File: config.mk
export PLATFORM = sky130hd
export DESIGN_NAME = bd_chain_dma
export DESIGN_NICKNAME = d
export VERILOG_FILES = /design/src/rtl/bdseq_pkg.sv /design/src/rtl/bdseq_decode.sv /design/src/rtl/bdseq_beat_ctr.sv /design/src/rtl/bd_chain_dma.sv
export SDC_FILE = /design/constraint.sdc
export NUM_CORES = 1
export LEC_CHECK = 0
export BUFFER_PORTS_ARGS = -buffer_cell sky130_fd_sc_hd__buf_4
export CAP_MARGIN = 0
export CORE_MARGIN = 5
export CORE_UTILIZATION = 55
export CTS_CLUSTER_DIAMETER = 200
export CTS_CLUSTER_SIZE = 24
export DETAILED_ROUTE_END_ITERATION = 7
export GPL_TIMING_DRIVEN = 0
export PLACE_DENSITY = 0.89
export SYNTH_ARGS = -nofsm -noshare
export SYNTH_HDL_FRONTEND = slang
export SYNTH_SLANG_ARGS = --single-unit
File: constraint.sdc
create_clock -name clk -period 3.4 [get_ports clk]
set_clock_uncertainty 0.05 [all_clocks]
set_input_delay 0.17 -clock clk [delete_from_list [all_inputs] [get_ports clk]]
set_output_delay 0.17 -clock clk [all_outputs]
set_load 0.05 [all_outputs]
File: src/rtl/bdseq_pkg.sv
package bdseq_pkg;
  localparam int unsigned OWN_B   = 31;
  localparam int unsigned CSREL_B = 30;
  localparam int unsigned DEV_LO  = 28;
  localparam int unsigned LSB_B   = 25;
  localparam int unsigned QUAD_B  = 23;
  localparam int unsigned DUAL_B  = 22;
  localparam int unsigned DDR_B   = 21;
  localparam int unsigned RX_B    = 20;
  localparam int unsigned EOL_B   = 19;
  localparam int unsigned LIF_B   = 18;
  localparam int unsigned IPKT_B  = 17;
  localparam int unsigned IBD_B   = 16;

  typedef enum logic [3:0] {
    S_IDLE, S_FCTL, S_CHK, S_FBUF, S_FNXT, S_CMD,
    S_TRD, S_TSND, S_RWT, S_RWR, S_WB
  } seq_st_t;
endpackage

File: src/rtl/bdseq_decode.sv
module bdseq_decode
  import bdseq_pkg::*;
#(
  parameter int MAX_LEN = 256,
  parameter int LW      = 9
) (
  input  logic [31:0]   word,
  output logic [LW-1:0] len,
  output logic          owned,
  output logic          bad,
  output logic          rx,
  output logic          ddr,
  output logic          lsb,
  output logic [1:0]    lanes,
  output logic [1:0]    dev,
  output logic          cs_rel,
  output logic          eol,
  output logic          lif,
  output logic          irq_pkt,
  output logic          irq_bd
);
  always_comb begin
    len     = word[LW-1:0];
    owned   = word[OWN_B];
    rx      = word[RX_B];
    ddr     = word[DDR_B];
    lsb     = word[LSB_B];
    dev     = word[DEV_LO +: 2];
    cs_rel  = word[CSREL_B];
    eol     = word[EOL_B];
    lif     = word[LIF_B];
    irq_pkt = word[IPKT_B];
    irq_bd  = word[IBD_B];
    if (word[QUAD_B])      lanes = 2'd2;
    else if (word[DUAL_B]) lanes = 2'd1;
    else                   lanes = 2'd0;
    bad = (len == '0) || (32'(len) > MAX_LEN) || (word[QUAD_B] && word[DUAL_B]);
  end
endmodule

File: src/rtl/bdseq_beat_ctr.sv
module bdseq_beat_ctr #(
  parameter int CW = 7
) (
  input  logic          clk,
  input  logic          rst,
  input  logic          load,
  input  logic          step,
  input  logic [CW-1:0] total,
  output logic [CW-1:0] idx,
  output logic          last
);
  always_ff @(posedge clk) begin
    if (rst || load) idx <= '0;
    else if (step)   idx <= idx + 1'b1;
  end

  assign last = (idx == CW'(total - 1'b1));


  beat_range_chk: assert property (@(posedge clk) disable iff (rst)
    (step && !load && total != '0) |-> (idx < total));
endmodule

File: src/rtl/bd_chain_dma.sv
module bd_chain_dma
  import bdseq_pkg::*;
#(
  parameter int AW      = 32,
  parameter int MAX_LEN = 256
) (
  input  logic          clk,
  input  logic          rst,
  input  logic          ctrl_wr,
  input  logic [2:0]    ctrl_wdata,
  input  logic [AW-1:0] base_addr,
  output logic          busy,
  output logic          mem_req,
  output logic          mem_we,
  output logic [AW-1:0] mem_addr,
  output logic [31:0]   mem_wdata,
  input  logic          mem_ack,
  input  logic [31:0]   mem_rdata,
  output logic          cmd_valid,
  input  logic          cmd_ready,
  output logic [8:0]    cmd_len,
  output logic          cmd_rx,
  output logic [1:0]    cmd_lanes,
  output logic          cmd_ddr,
  output logic          cmd_lsb,
  output logic [1:0]    cmd_dev,
  output logic          cmd_cs_release,
  output logic          tx_valid,
  input  logic          tx_ready,
  output logic [31:0]   tx_data,
  input  logic          rx_valid,
  output logic          rx_ready,
  input  logic [31:0]   rx_data,
  output logic          evt_bd_done,
  output logic          evt_pkt_done,
  output logic          evt_err
);
  localparam int LW = 9;
  localparam int CW = $clog2(MAX_LEN / 4 + 1);

  seq_st_t       st;
  logic [AW-1:0] cur, nxt, bufp;
  logic [31:0]   ctl, xq;
  logic          poll_q;
  logic          abort, kick;

  logic [LW-1:0] d_len;
  logic          d_own, d_bad, d_rx, d_ddr, d_lsb, d_csr, d_eol, d_lif, d_ipkt, d_ibd;
  logic [1:0]    d_lanes, d_dev;
  logic [CW-1:0] words, idx;
  logic          beat_last, beat_load, beat_step;

  assign abort = ctrl_wr && !ctrl_wdata[0];
  assign kick  = ctrl_wr && ctrl_wdata[0] && ctrl_wdata[2];

  bdseq_decode #(.MAX_LEN(MAX_LEN), .LW(LW)) dec_i (
    .word(ctl), .len(d_len), .owned(d_own), .bad(d_bad), .rx(d_rx),
    .ddr(d_ddr), .lsb(d_lsb), .lanes(d_lanes), .dev(d_dev), .cs_rel(d_csr),
    .eol(d_eol), .lif(d_lif), .irq_pkt(d_ipkt), .irq_bd(d_ibd)
  );

  assign words     = CW'((10'(d_len) + 10'd3) >> 2);
  assign beat_load = (st == S_CMD) && cmd_ready;
  assign beat_step = ((st == S_TSND) && tx_ready) || ((st == S_RWR) && mem_ack);

  bdseq_beat_ctr #(.CW(CW)) beat_i (
    .clk(clk), .rst(rst), .load(beat_load), .step(beat_step),
    .total(words), .idx(idx), .last(beat_last)
  );

  always_ff @(posedge clk) begin
    if (rst) begin
      st           <= S_IDLE;
      cur          <= '0;
      nxt          <= '0;
      bufp         <= '0;
      ctl          <= '0;
      xq           <= '0;
      poll_q       <= 1'b0;
      evt_bd_done  <= 1'b0;
      evt_pkt_done <= 1'b0;
      evt_err      <= 1'b0;
    end else begin
      evt_bd_done  <= 1'b0;
      evt_pkt_done <= 1'b0;
      evt_err      <= 1'b0;
      if (abort) begin
        st <= S_IDLE;
      end else begin
        case (st)
          S_IDLE: if (kick) begin
            cur    <= base_addr;
            poll_q <= ctrl_wdata[1];
            st     <= S_FCTL;
          end
          S_FCTL: if (mem_ack) begin
            ctl <= mem_rdata;
            st  <= S_CHK;
          end
          S_CHK: begin
            if (!d_own)     st <= poll_q ? S_FCTL : S_IDLE;
            else if (d_bad) begin
              evt_err <= 1'b1;
              st      <= S_IDLE;
            end else        st <= S_FBUF;
          end
          S_FBUF: if (mem_ack) begin
            bufp <= mem_rdata[AW-1:0];
            st   <= S_FNXT;
          end
          S_FNXT: if (mem_ack) begin
            nxt <= mem_rdata[AW-1:0];
            st  <= S_CMD;
          end
          S_CMD: if (cmd_ready) st <= d_rx ? S_RWT : S_TRD;
          S_TRD: if (mem_ack) begin
            xq <= mem_rdata;
            st <= S_TSND;
          end
          S_TSND: if (tx_ready) st <= beat_last ? S_WB : S_TRD;
          S_RWT: if (rx_valid) begin
            xq <= rx_data;
            st <= S_RWR;
          end
          S_RWR: if (mem_ack) st <= beat_last ? S_WB : S_RWT;
          S_WB: if (mem_ack) begin
            evt_bd_done  <= d_ibd;
            evt_pkt_done <= d_ipkt && d_lif;
            if (d_eol || nxt == '0) st <= S_IDLE;
            else begin
              cur <= nxt;
              st  <= S_FCTL;
            end
          end
          default: st <= S_IDLE;
        endcase
      end
    end
  end

  always_comb begin
    mem_req   = 1'b0;
    mem_we    = 1'b0;
    mem_addr  = cur;
    mem_wdata = xq;
    case (st)
      S_FCTL: mem_req = 1'b1;
      S_FBUF: begin mem_req = 1'b1; mem_addr = cur + AW'(8);  end
      S_FNXT: begin mem_req = 1'b1; mem_addr = cur + AW'(12); end
      S_TRD:  begin mem_req = 1'b1; mem_addr = bufp + AW'({idx, 2'b00}); end
      S_RWR:  begin
        mem_req  = 1'b1;
        mem_we   = 1'b1;
        mem_addr = bufp + AW'({idx, 2'b00});
      end
      S_WB: begin
        mem_req   = 1'b1;
        mem_we    = 1'b1;
        mem_wdata = ctl & ~(32'd1 << OWN_B);
      end
      default: ;
    endcase
  end

  assign busy           = (st != S_IDLE);
  assign cmd_valid      = (st == S_CMD);
  assign cmd_len        = d_len;
  assign cmd_rx         = d_rx;
  assign cmd_lanes      = d_lanes;
  assign cmd_ddr        = d_ddr;
  assign cmd_lsb        = d_lsb;
  assign cmd_dev        = d_dev;
  assign cmd_cs_release = d_csr;
  assign tx_valid       = (st == S_TSND);
  assign tx_data        = xq;
  assign rx_ready       = (st == S_RWT);


  idle_quiet_chk: assert property (@(posedge clk) disable iff (rst)
    !busy |-> (!mem_req && !cmd_valid && !tx_valid));


  cmd_hold_chk: assert property (@(posedge clk) disable iff (rst)
    (cmd_valid && !cmd_ready && !abort) |=> (cmd_valid && $stable(cmd_len) && $stable(cmd_lanes)));


  cmd_legal_chk: assert property (@(posedge clk) disable iff (rst)
    cmd_valid |-> (cmd_len != '0 && 32'(cmd_len) <= MAX_LEN && cmd_lanes != 2'd3));


  evt_excl_chk: assert property (@(posedge clk) disable iff (rst)
    evt_err |-> (!evt_bd_done && !evt_pkt_done));


  mem_hold_chk: assert property (@(posedge clk) disable iff (rst)
    (mem_req && !mem_ack && !abort) |=> (mem_req && $stable(mem_addr) && $stable(mem_we)));


  abort_idle_chk: assert property (@(posedge clk) disable iff (rst)
    abort |=> !busy);
endmodule

# == Yosys cells after proc, flatten, opt, wreduce, memory -nomap -nowiden ==
# Index checks and enable logic that the tools add are counted.
# totals
reg_bits,175
elab_cells,110
in_bits,106
# classes
bitwise,5
addsub,6
reduce_logical,33
eq_ne,22
mux,32
n_lt_le_gt_ge,1
# ops
operator,count
$mux 32,6
$pmux 32 s2,2
$pmux 32 s3,1
$add 32x4->32 const B,2
$mux 4,12
$pmux 4 s11,1
$add 32x9->32,1
$logic_not 32->1,1
$ne 2x2->1 const B,9
$eq 4x3->1 const B,4
$eq 4x4->1 const B,3
$reduce_and 3->1,4
$reduce_and 10->1,1
$add 9x2->9 const B,1
$gt 9x9->1 const B,1
$logic_not 9->1,1
$eq 4x2->1 const B,2
$logic_and 1x1->1,8
$mux 2,4
$reduce_or 4->1,2
$add 7x1->7 const B,1
$eq 7x7->1,1
$sub 7x1->7 const B,1
$mux 1,6
other kinds (12),24

# == Longest topological paths before layout ==
# Gate-level depths: netlist (run 1).
# depth
ltp_word,6
ltp_mapped,9
depth_no_buf,9

# == By module ==
# From an unflattened synthesis (run 1), not the netlist that was laid out.
# hier_totals
hier_cells,1288
area_unflattened_um2,10102.2
# modules_own_cells
module,instances,seq_area_each_um2,cells_each,area_per_inst_um2
bd_chain_dma,1,3363.2,1204,9401.5
bdseq_beat_ctr,1,140.1,57,480.5
bdseq_decode,1,0.0,27,220.2

# == Worst setup path before layout (run 1) ==
# Ideal clock, no wire load.
# synth_path
kind,register to output
start,reg beat_i.idx[0]
end,out mem_addr[22]
n_path_buf,0
stages_incl_launch_ff,10
t_arrival_ns,2.886
path_slack_ns,0.294
cell_sequence,dfxtp_1 -> ha_1 -> inv_1 -> fa_1 -> nor2b_1 -> o31a_1 -> o21bai_1 -> nor3_1 -> xnor2_1 -> o21ai_0
# synth_via
elab_chain_cells,2
# synth_lines
element,line_no,text
start: declaration,bdseq_beat_ctr.sv:9,"output logic [CW-1:0] idx,"
start signal: assignment,bdseq_beat_ctr.sv:14,else if (step) idx <= idx + 1'b1;
$add 32x9->32,"bd_chain_dma.sv:150, bd_chain_dma.sv:154",
$pmux 32 s3,bd_chain_dma.sv:146,case (st)
end: declaration,bd_chain_dma.sv:15,"output logic [AW-1:0] mem_addr,"
# Every way passes these cells.

# == Final worst setup path (run 1) ==
# layout_path
start,reg beat_i.idx[0]
end,out mem_addr[16]
# Same word-level chain as after synthesis.

==> impl_metrics.json, run 1 <==
{
  "status": "complete, no violations",
  "period_minus_slack_ns": 3.38,
  "final_util_pct": 73.7,
  "clkTransAtPathRegs_ns": 0.07,
  "r2r_cells": 8,
  "synth.distinct_cells": 70,
  "cpPeakStageDelay_ns": 0.41,
  "die_h_um": 145,
  "hold_ws_ns": 0.00102,
  "slew_headroom_pct": 17.0,
  "cts_max_path_buffers": 2,
  "netlist.area_leader.share_pct": 35.0,
  "dieArea_um2": 21000,
  "pin_count": 228,
  "vias": 12000,
  "critPathLaunchType": "register",
  "grt_max_degree": 17,
  "cts_root_buf": "clkbuf_16",
  "antenna_found_initial": 1,
  "area_delta_synth_final_pct": 32.2,
  "critPathBufInv": 2,
  "end_kind": "output port",
  "ir_drop_uv": 414,
  "synth-seq-area-share_pct": 35.0,
  "yosys_register_bits": 175,
  "drive_gt1_share_pct": 18.3,
  "hold_class": "in2reg",
  "grt_remaining_overflow": 0,
  "leakagePower_nw": 5.07,
  "cpLargestDelayFamily": "compound AO/OA/AOI/OAI gates",
  "synthArstFlopShare_pct": 0,
  "fp-row-count": 49,
  "place_ws_ns": 0.351,
  "clk-insertion-delay-late_ns": 0.44,
  "grt_pass1_wl_mm": 60.6,
  "stdcell_area_um2": 13200,
  "hold_depth": 3,
  "max_freq_mhz": 296,
  "worst_slack_ns": 0.0212,
  "nNetsFinal": 1803,
  "wl_per_cell_um": 20.4,
  "initial_core_util_pct": 55.8,
  "period_share_pct": 99.4,
  "syn_area_per_cell_um2": 7.24,
  "setup-violations-final": 0,
  "viasPerCell": 6.23,
  "r2r_end": "tx_data[28]$_SDFFE_PP0P_",
  "cts_made_buffers": 17,
  "crit_type": "reg2out",
  "netlist_instances": 1385,
  "drv_slew": 0,
  "globalplace.congestion": 0.988,
  "worstPathRequired_ns": 3.18,
  "final_antenna_net_count": 0,
  "synth-edff-count": 0,
  "io_buffers": 226,
  "synth_area_um2": 10000,
  "holdPathEnd": "cur[22]$_SDFFE_PP0P_",
  "yosys.area.top_type": "dfxtp_1",
  "reg2reg_slack_ns": 0.39,
  "core_area_um2": 18000,
  "grt_pass1_vias": 11500,
  "finalNonFillerCells": 1927,
  "die_width_um": 145,
  "syn-num-nets": 1504,
  "r2r_start": "st[0]$_SDFFE_PP0P_",
  "htreeDepth": 4,
  "cts_tree": "built",
  "worst_slew_pin_slew_ns": 1.23,
  "routed_wirelength_mm": 39.4,
  "grtUsageTotal_pct": 35.2,
  "synth.area.top_cells": "dfxtp_1 35%, nand2_1 15%, a21oi_1 6.0%",
  "placed_cells": 1840,
  "clock-sinks": 175,
  "synth_warnings": 0,
  "power_density_nw_per_um2": 510,
  "cts_setup_buffers": 0,
  "cp.arrival_ns": 3.16,
  "dp_hpwl_mm": 28.5,
  "crit_path_top_delay_cell": "fa_1",
  "hold_viol_final": 0,
  "min-delay-start": "base_addr[22]",
  "cap_violations": 0,
  "drc": 0,
  "crit_chain": "ha_1 > inv_1 > fa_1 > nor2b_1 > o31a_1 > o21bai_4 > or2_2 > xnor2_1 > a221o_1 > buf_4",
  "critPathMaxFanout": 8,
  "drt_pass1_iterations": 8,
  "dominantRegCellSynth": "dfxtp_1",
  "first_iter_violations": 1628,
  "dpl_cell_area_um2": 12000
}
[cells in the mapped netlist (all sizes together), types with 5 or more instances]
master and n:
or3 12, o22ai 11, xnor2 26, nand4 18, o21ai 41, nor4 16
a311oi 32, mux2i 35, and4 7, nor3b 7, nor2 107, nor2b 8
nand3 22, a211oi 34, a31oi 9, inv 14, nand2b 13, clkbuf 77
o211ai 8, buf 39, o221ai 12, nor3 18, ha 12, nand2 410
and2 8, or4 6, a21oi 120, a221o 5, and3 9, xor2 19
dfxtp 175
[registers in the layout, summed over array words and instances (netlist names)]
signal / count
beat_i.idx: 7
bufp: 32
ctl: 32
cur: 32
evt_bd_done: 1
evt_err: 1
evt_pkt_done: 1
nxt: 32
poll_q: 1
st: 4
tx_data: 32
[report_power, final]
part	total (W)	leakage, nW	switching [W]	internal [W]
registers	0.00246	1.42	0.000246	0.00221
logic	0.00207	3.33	0.00133	0.000740
clock network	0.00223	0.319	0.000864	0.00137
[metal layers]
metal  GRT usage (%)  share of wire, %
met1            43.8                37
met2            57.0                46
met3            8.51                12
met4            17.5               5.1
met5               0                 0
[cells by family after synthesis]
group | after synthesis | share of synthesized area, %
adder cells (fa/ha/maj) | 13 | 1.70
buffers and inverters | 130 | 5.79
AO/OA/AOI/OAI | 308 | 20.1
AND/OR/NAND/NOR | 677 | 29.7
XOR/XNOR | 46 | 4.16
flip-flops | 175 | 35.0
multiplexers | 36 | 3.61
[what timing repair did]
item / in CTS / in global routing
gates cloned: 0 / 0
hold buffers: 53 / 1
gates resized for setup: 1 / 12
setup endpoints to repair: 1 / 44
pin swaps: 0 / 1
hold endpoints to repair: 110 / 1
[worst min-delay path, delay by kind of cell]
kind	cells	cell delay, ns
compound gates	1	0.09
simple gates	1	0.08
buf+inv	1	0.11
[through the flow]
step | TNS, ns | power, W
floorplan | 0 | 0.00379
global placement | 0 | 0.00440
detailed placement | 0 | 0.00445
CTS | 0 | 0.00666
global route | -0.0746 | 0.00698
finish | 0 | 0.00676
[cell type report]
cell class	count	area [um2]
plain buffers	116	532
multi-input cells	1080	5960
flip-flops and latches	175	3510
fillers	1285	4720
repair buffers	280	2240
diodes	1	2.50
clock inverters	12	204
well taps	229	287
clock buffers	20	467
inverters	14	52.6
[worst max-delay path by stage]
stage / startpoint / end / slack (ns) / cells after the start
after floorplan: beat_i.idx[0]$_SDFFE_PP0P_ / mem_addr[22] / 0.29 / 9
after global placement: beat_i.idx[0]$_SDFFE_PP0P_ / mem_addr[16] / 0.38 / 10
after detailed placement: beat_i.idx[0]$_SDFFE_PP0P_ / mem_addr[16] / 0.35 / 10
after CTS: beat_i.idx[0]$_SDFFE_PP0P_ / mem_addr[16] / 0.003 / 10
after global routing: beat_i.idx[1]$_SDFFE_PP0P_ / mem_addr[16] / -0.07 / 9
final: beat_i.idx[0]$_SDFFE_PP0P_ / mem_addr[16] / 0.02 / 10
[layout by cell type (no fill, tap or decap), types with 14 or more instances in the layout]
| cell | count |
|---|---|
| nand2_1 | 410 |
| buf_4 | 238 |
| dfxtp_1 | 174 |
| a21oi_1 | 120 |
| nor2_1 | 107 |
| clkbuf_1 | 74 |
| dlygate4sd3_1 | 54 |
| o21ai_0 | 38 |
| mux2i_1 | 35 |
| a211oi_1 | 33 |
| a311oi_1 | 32 |
| xnor2_1 | 26 |
| nand3_1 | 22 |
| buf_2 | 20 |
| xor2_1 | 19 |
| nor3_1 | 18 |
| nand4_1 | 18 |
| clkbuf_16 | 17 |
| nor4_1 | 16 |
| inv_1 | 14 |
Power figures use the tool's default switching activity.
==> run 2, diff against run 1 <==
--- a/config.mk
+++ b/config.mk
@@ -5,15 +5,16 @@
 export SDC_FILE = /design/constraint.sdc
 export NUM_CORES = 1
 export LEC_CHECK = 0
-export BUFFER_PORTS_ARGS = -buffer_cell sky130_fd_sc_hd__buf_4
 export CAP_MARGIN = 0
 export CORE_MARGIN = 5
-export CORE_UTILIZATION = 55
+export CORE_UTILIZATION = 50
 export CTS_CLUSTER_DIAMETER = 200
 export CTS_CLUSTER_SIZE = 24
 export DETAILED_ROUTE_END_ITERATION = 7
+export DONT_BUFFER_PORTS = 1
 export GPL_TIMING_DRIVEN = 0
-export PLACE_DENSITY = 0.89
+export PLACE_DENSITY = 0.73
+export REMOVE_ABC_BUFFERS = 1
 export SYNTH_ARGS = -nofsm -noshare
 export SYNTH_HDL_FRONTEND = slang
 export SYNTH_SLANG_ARGS = --single-unit
==> run 2 against run 1 <==
  * Via count shrank 13%
  * Worst setup slack better by 0.0077 ns
  * Combinational power is 16% lower
  * Non-clock buffer count decreased by 259
  * Design area decreased by 8.3%
  * Critical endpoint is now mem_addr[28]
  * Largest cell class unchanged
  * Largest power group unchanged
==> impl_metrics.json, run 2 (synthesized netlist as in run 1, its figures left out) <==
{
  "grt_remaining_overflow": 0,
  "core_area_um2": 19600,
  "final_util_pct": 62.0,
  "worst_slew_pin_slew_ns": 1.26,
  "cts_max_path_buffers": 2,
  "ir_drop_uv": 347,
  "die_h_um": 152,
  "cts_tree": "built",
  "cts_root_buf": "clkbuf_16",
  "grtUsageTotal_pct": 30.1,
  "max_freq_mhz": 297,
  "fillCellCount": 1742,
  "crit_chain": "ha_4 > inv_1 > fa_2 > nor2b_2 > o31a_1 > o21bai_4 > nor3_2 > xnor2_1 > o211ai_1",
  "clk-insertion-delay-late_ns": 0.44,
  "stdcell_area_um2": 12200,
  "cts_made_buffers": 17,
  "final_cell_mix": "410 x nand2_1, 164 x dfxtp_1, 119 x a21oi_1, 105 x nor2_1, 102 x dlygate4sd3_1",
  "htreeDepth": 4,
  "grt_max_degree": 163,
  "finalNonFillerCells": 1704,
  "placed_cells": 1558,
  "drv_slew": 0,
  "globalplace.congestion": 0.971,
  "clock-sinks": 175,
  "pin_count": 228,
  "grt_pass1_wl_mm": 54.1,
  "antenna_found_initial": 1,
  "hold_class": "in2reg",
  "area_delta_synth_final_pct": 21.3,
  "io_buffers": 0,
  "first_iter_violations": 927,
  "dieArea_um2": 23000,
  "initial_core_util_pct": 51.2,
  "crit_type": "reg2out",
  "grt_pass1_vias": 9570,
  "cp.arrival_ns": 3.15,
  "drive_gt1_share_pct": 8.76,
  "drc": 0,
  "multi_input_area_um2": 6250,
  "leakagePower_nw": 4.05,
  "period_minus_slack_ns": 3.37,
  "wl_per_cell_um": 20.8,
  "setup-violations-final": 0,
  "die_width_um": 152,
  "drt_pass1_iterations": 6,
  "fin_setup_tns_ns": 0,
  "final_common_cell": "nand2_1",
  "end_kind": "output port",
  "hold_viol_final": 0,
  "crit_path_top_delay_cell": "o211ai_1",
  "period_share_pct": 99.2,
  "critPathLaunchType": "register",
  "worstPathRequired_ns": 3.18,
  "fp-row-count": 51,
  "slew_headroom_pct": 17.2,
  "clkTransAtPathRegs_ns": 0.07,
  "routed_wirelength_mm": 35.5,
  "final_antenna_net_count": 0,
  "cpPeakStageDelay_ns": 0.95,
  "viasPerCell": 6.11,
  "vias": 10400,
  "cap_violations": 0,
  "dp_hpwl_mm": 23.6,
  "power_density_nw_per_um2": 521,
  "dpl_cell_area_um2": 10200,
  "critPathMaxFanout": 2,
  "ff_latch_area_um2": 3530,
  "nNetsFinal": 1544,
  "status": "complete, no violations"
}
==> run 2: cell types whose count changed in the layout (fill, tap and decap cells not counted), sizes merged <==
cell         before  now
bufinv            5    2
dlygate4sd3      54  102
buf             265   35
inv              16   17
clkbuf           97   21
clkinv            2    3
==> run 2: stage by stage <==
| step | total power (W) | worst slack, ns | hold slack, ns |
|---|---|---|---|
| CTS | 0.00630 | 0.00623 | 0.0176 |
| floorplan | 0.00368 | -4.69 | 0.189 |
| global route | 0.00658 | -0.0348 | 0.0293 |
| finish | 0.00633 | 0.0289 | 0.0282 |
| detailed placement | 0.00411 | -0.914 | 0.212 |
| global placement | 0.00401 | -7.51 | 0.209 |
==> run 2: final timing paths <==
kind,startpoint,slack [ns],depth (start not counted),endpoint
hold / removal,rst,0.03,2,evt_bd_done$_SDFF_PP0_
setup reg to reg,ctl[2]$_SDFFE_PP0P_,0.16,9,st[2]$_SDFFE_PP0P_
hold reg to reg,ctl[26]$_SDFFE_PP0P_,0.40,2,ctl[26]$_SDFFE_PP0P_
setup / recovery,bufp[2]$_SDFFE_PP0P_,0.03,9,mem_addr[28]
==> run 2: per-layer routing <==
layer	up-vias	wire length (um)	global-route usage, %
met2	472	16600	47.9
met1	4946	14800	40.7
li1	4930	-	-
met3	59	3130	6.42
met4	0	929	9.79
met5	-	0	0
==> run 2: report_power, final <==
part	leakage (nW)	switching (W)	internal (W)
combinational	2.34	0.00119	0.000546
sequential	1.42	0.000386	0.00222
clock	0.282	0.000866	0.00113
==> run 2: cell type report <==
class | count | area share [%]
Inverter | 14 | 0.432
Clock inverter | 11 | 1.07
Clock buffer | 21 | 3.79
Sequential cell | 175 | 29.1
Multi-Input combinational cell | 1080 | 51.4
Tap cell | 265 | 2.73
Timing Repair Buffer | 137 | 11.5
Antenna cell | 1 | 0.0206
==> run 2: repair_timing <==
action                                  CTS  global route
hold buffers                            103             0
gates cloned                              0             0
pin swaps                                 7            10
endpoints found under the hold margin   166             0
gates resized for setup                  39            18
buffers inserted                          7             3
endpoints found under the setup margin  113            18
==> run 2: worst max-delay path: cells and delay by family (launching register included) <==
family	cells	cell delay [ns]
simple gates	2	0.34
flops	1	0.37
fa+ha+maj	2	0.50
compound gates	3	1.30
buf+inv	1	0.06
xor+xnor	1	0.13
==> run 3, diff against run 2 <==
--- a/config.mk
+++ b/config.mk
@@ -13,6 +13,7 @@
 export DETAILED_ROUTE_END_ITERATION = 7
 export DONT_BUFFER_PORTS = 1
 export GPL_TIMING_DRIVEN = 0
+export HOLD_SLACK_MARGIN = 0.05
 export PLACE_DENSITY = 0.73
 export REMOVE_ABC_BUFFERS = 1
 export SYNTH_ARGS = -nofsm -noshare
==> run 3 against run 2 <==
  * Non-clock buffer count up 1
  * Die area is the same
  * First-iteration DRC count rose by 0.65%
  * Critical path type unchanged
  * Critical endpoint unchanged
==> impl_metrics.json, run 3 (synthesized netlist as in run 1, its figures left out) <==
{
  "ir_drop_uv": 350,
  "grt_max_degree": 163,
  "cp.arrival_ns": 3.15,
  "wl_per_cell_um": 20.8,
  "max_freq_mhz": 297,
  "hold_viol_final": 0,
  "period_minus_slack_ns": 3.37,
  "fillCellCount": 1741,
  "critPathBufInv": 1,
  "critPathMaxFanout": 5,
  "power_density_nw_per_um2": 521,
  "p_total_w": 0.00634,
  "initial_core_util_pct": 51.2,
  "final_util_pct": 62.1,
  "htreeDepth": 4,
  "final_common_cell": "nand2_1",
  "dpl_cell_area_um2": 10200,
  "grt_remaining_overflow": 0,
  "drc": 0,
  "grt_pass1_vias": 9571,
  "cp.depth": 8,
  "drv_slew": 0,
  "area_delta_synth_final_pct": 21.4,
  "dp_hpwl_mm": 23.6,
  "cts_root_buf": "clkbuf_16",
  "vias": 10400,
  "io_buffers": 0,
  "status": "complete, no violations",
  "final_cell_mix": "410 x nand2_1, 165 x dfxtp_1, 119 x a21oi_1, 105 x nor2_1, 103 x dlygate4sd3_1",
  "die_h_um": 152,
  "worst_slew_pin_slew_ns": 1.27,
  "core_area_um2": 19600,
  "stdcell_area_um2": 12200,
  "cts_made_buffers": 17,
  "first_iter_violations": 933,
  "drt_pass1_iterations": 6,
  "cpLargestDelayFamily": "simple AND/OR/NAND/NOR gates",
  "end_kind": "output port",
  "worstPathRequired_ns": 3.18,
  "nNetsFinal": 1545,
  "grt_pass1_wl_mm": 54.0,
  "final_antenna_net_count": 0,
  "slew_headroom_pct": 17.2,
  "crit_chain": "inv_1 > ha_1 > and3b_1 > nand4_1 > nand2_1 > nand2b_1 > or4_1 > o211ai_1",
  "clock-sinks": 175,
  "cts_tree": "built",
  "cap_violations": 0,
  "dieArea_um2": 23000,
  "cts_max_path_buffers": 2,
  "viasPerCell": 6.11,
  "clkTransAtPathRegs_ns": 0.07,
  "routed_wirelength_mm": 35.5,
  "fp-row-count": 51,
  "leakagePower_nw": 4.05,
  "antenna_found_initial": 1,
  "crit_path_top_delay_cell": "or4_1",
  "globalplace.congestion": 0.971,
  "setup-violations-final": 0,
  "clk-insertion-delay-late_ns": 0.44,
  "crit_type": "reg2out",
  "r2r_cells": 9,
  "hold_class": "in2reg",
  "pin_count": 228,
  "critPathLaunchType": "register",
  "cpPeakStageDelay_ns": 0.55,
  "drive_gt1_share_pct": 8.69,
  "period_share_pct": 99.0,
  "grtUsageTotal_pct": 30.1,
  "die_width_um": 152,
  "hold_depth": 4
}
## run 3: per-stage QoR
stage | hold WS [ns] | worst slack (ns) | TNS, ns | cells
6_report | 0.0757 | 0.0329 | 0 | 1705
5_1_grt | 0.112 | -0.0348 | -0.0540 | 1704
4_1_cts | 0.0676 | 0.00623 | 0 | 1701
3_5_place_dp | 0.212 | -0.914 | -38.77 | 1558
3_3_place_gp | 0.209 | -7.51 | -712.52 | 1534
2_1_floorplan | 0.189 | -4.69 | -253.63 | 1269
## run 3: final cells by class
cell class,count,area [um2],share of cell area (%)
Antenna cell,1,2.50,0.0206
Clock inverter,11,130,1.07
Clock buffer,21,460,3.79
Sequential cell,175,3530,29.0
Timing Repair Buffer,138,1400,11.5
Inverter,14,52.6,0.432
Tap cell,265,332,2.73
Multi-Input combinational cell,1080,6250,51.4
## run 3: timing repair
action	4_1_cts	5_1_grt
setup buffers	7	3
gates resized for setup	39	17
pin swaps	7	11
endpoints found under the hold margin	170	0
hold buffers	104	0
endpoints found under the setup margin	113	17
## run 3: worst register-to-register path: cells and delay by family (launching register included)
family	cells	cell delay [ns]
AO/OA/AOI/OAI	3	1.16
flip-flops	1	0.75
XOR/XNOR	3	0.60
AND/OR/NAND/NOR	2	0.34
adder cells (fa/ha/maj)	1	0.24
## run 3: final timing paths
check	from	slack, ns	endpoint
setup / recovery	cur[3]$_SDFFE_PP0P_	0.03	mem_addr[28]
hold / removal	tx_ready	0.08	beat_i.idx[1]$_SDFFE_PP0P_
setup reg to reg	ctl[2]$_SDFFE_PP0P_	0.16	st[2]$_SDFFE_PP0P_
hold reg to reg	ctl[26]$_SDFFE_PP0P_	0.40	ctl[26]$_SDFFE_PP0P_
## run 3: power breakdown
part,total [W],switching (W),internal (W)
registers,0.00260,0.000387,0.00222
clock network,0.00200,0.000873,0.00113
logic,0.00173,0.00118,0.000547
total,0.00634,0.00244,0.00389
## run 3: per-layer routing
metal | vias to the layer above | GRT usage (%) | share of wire [%] | wire length (um)
met5 | - | 0 | 0 | 0
met4 | 0 | 9.97 | 2.6 | 908
met3 | 59 | 6.45 | 8.9 | 3160
met2 | 495 | 47.9 | 47 | 16600
met1 | 4947 | 40.6 | 42 | 14800
li1 | 4925 | - | - | -
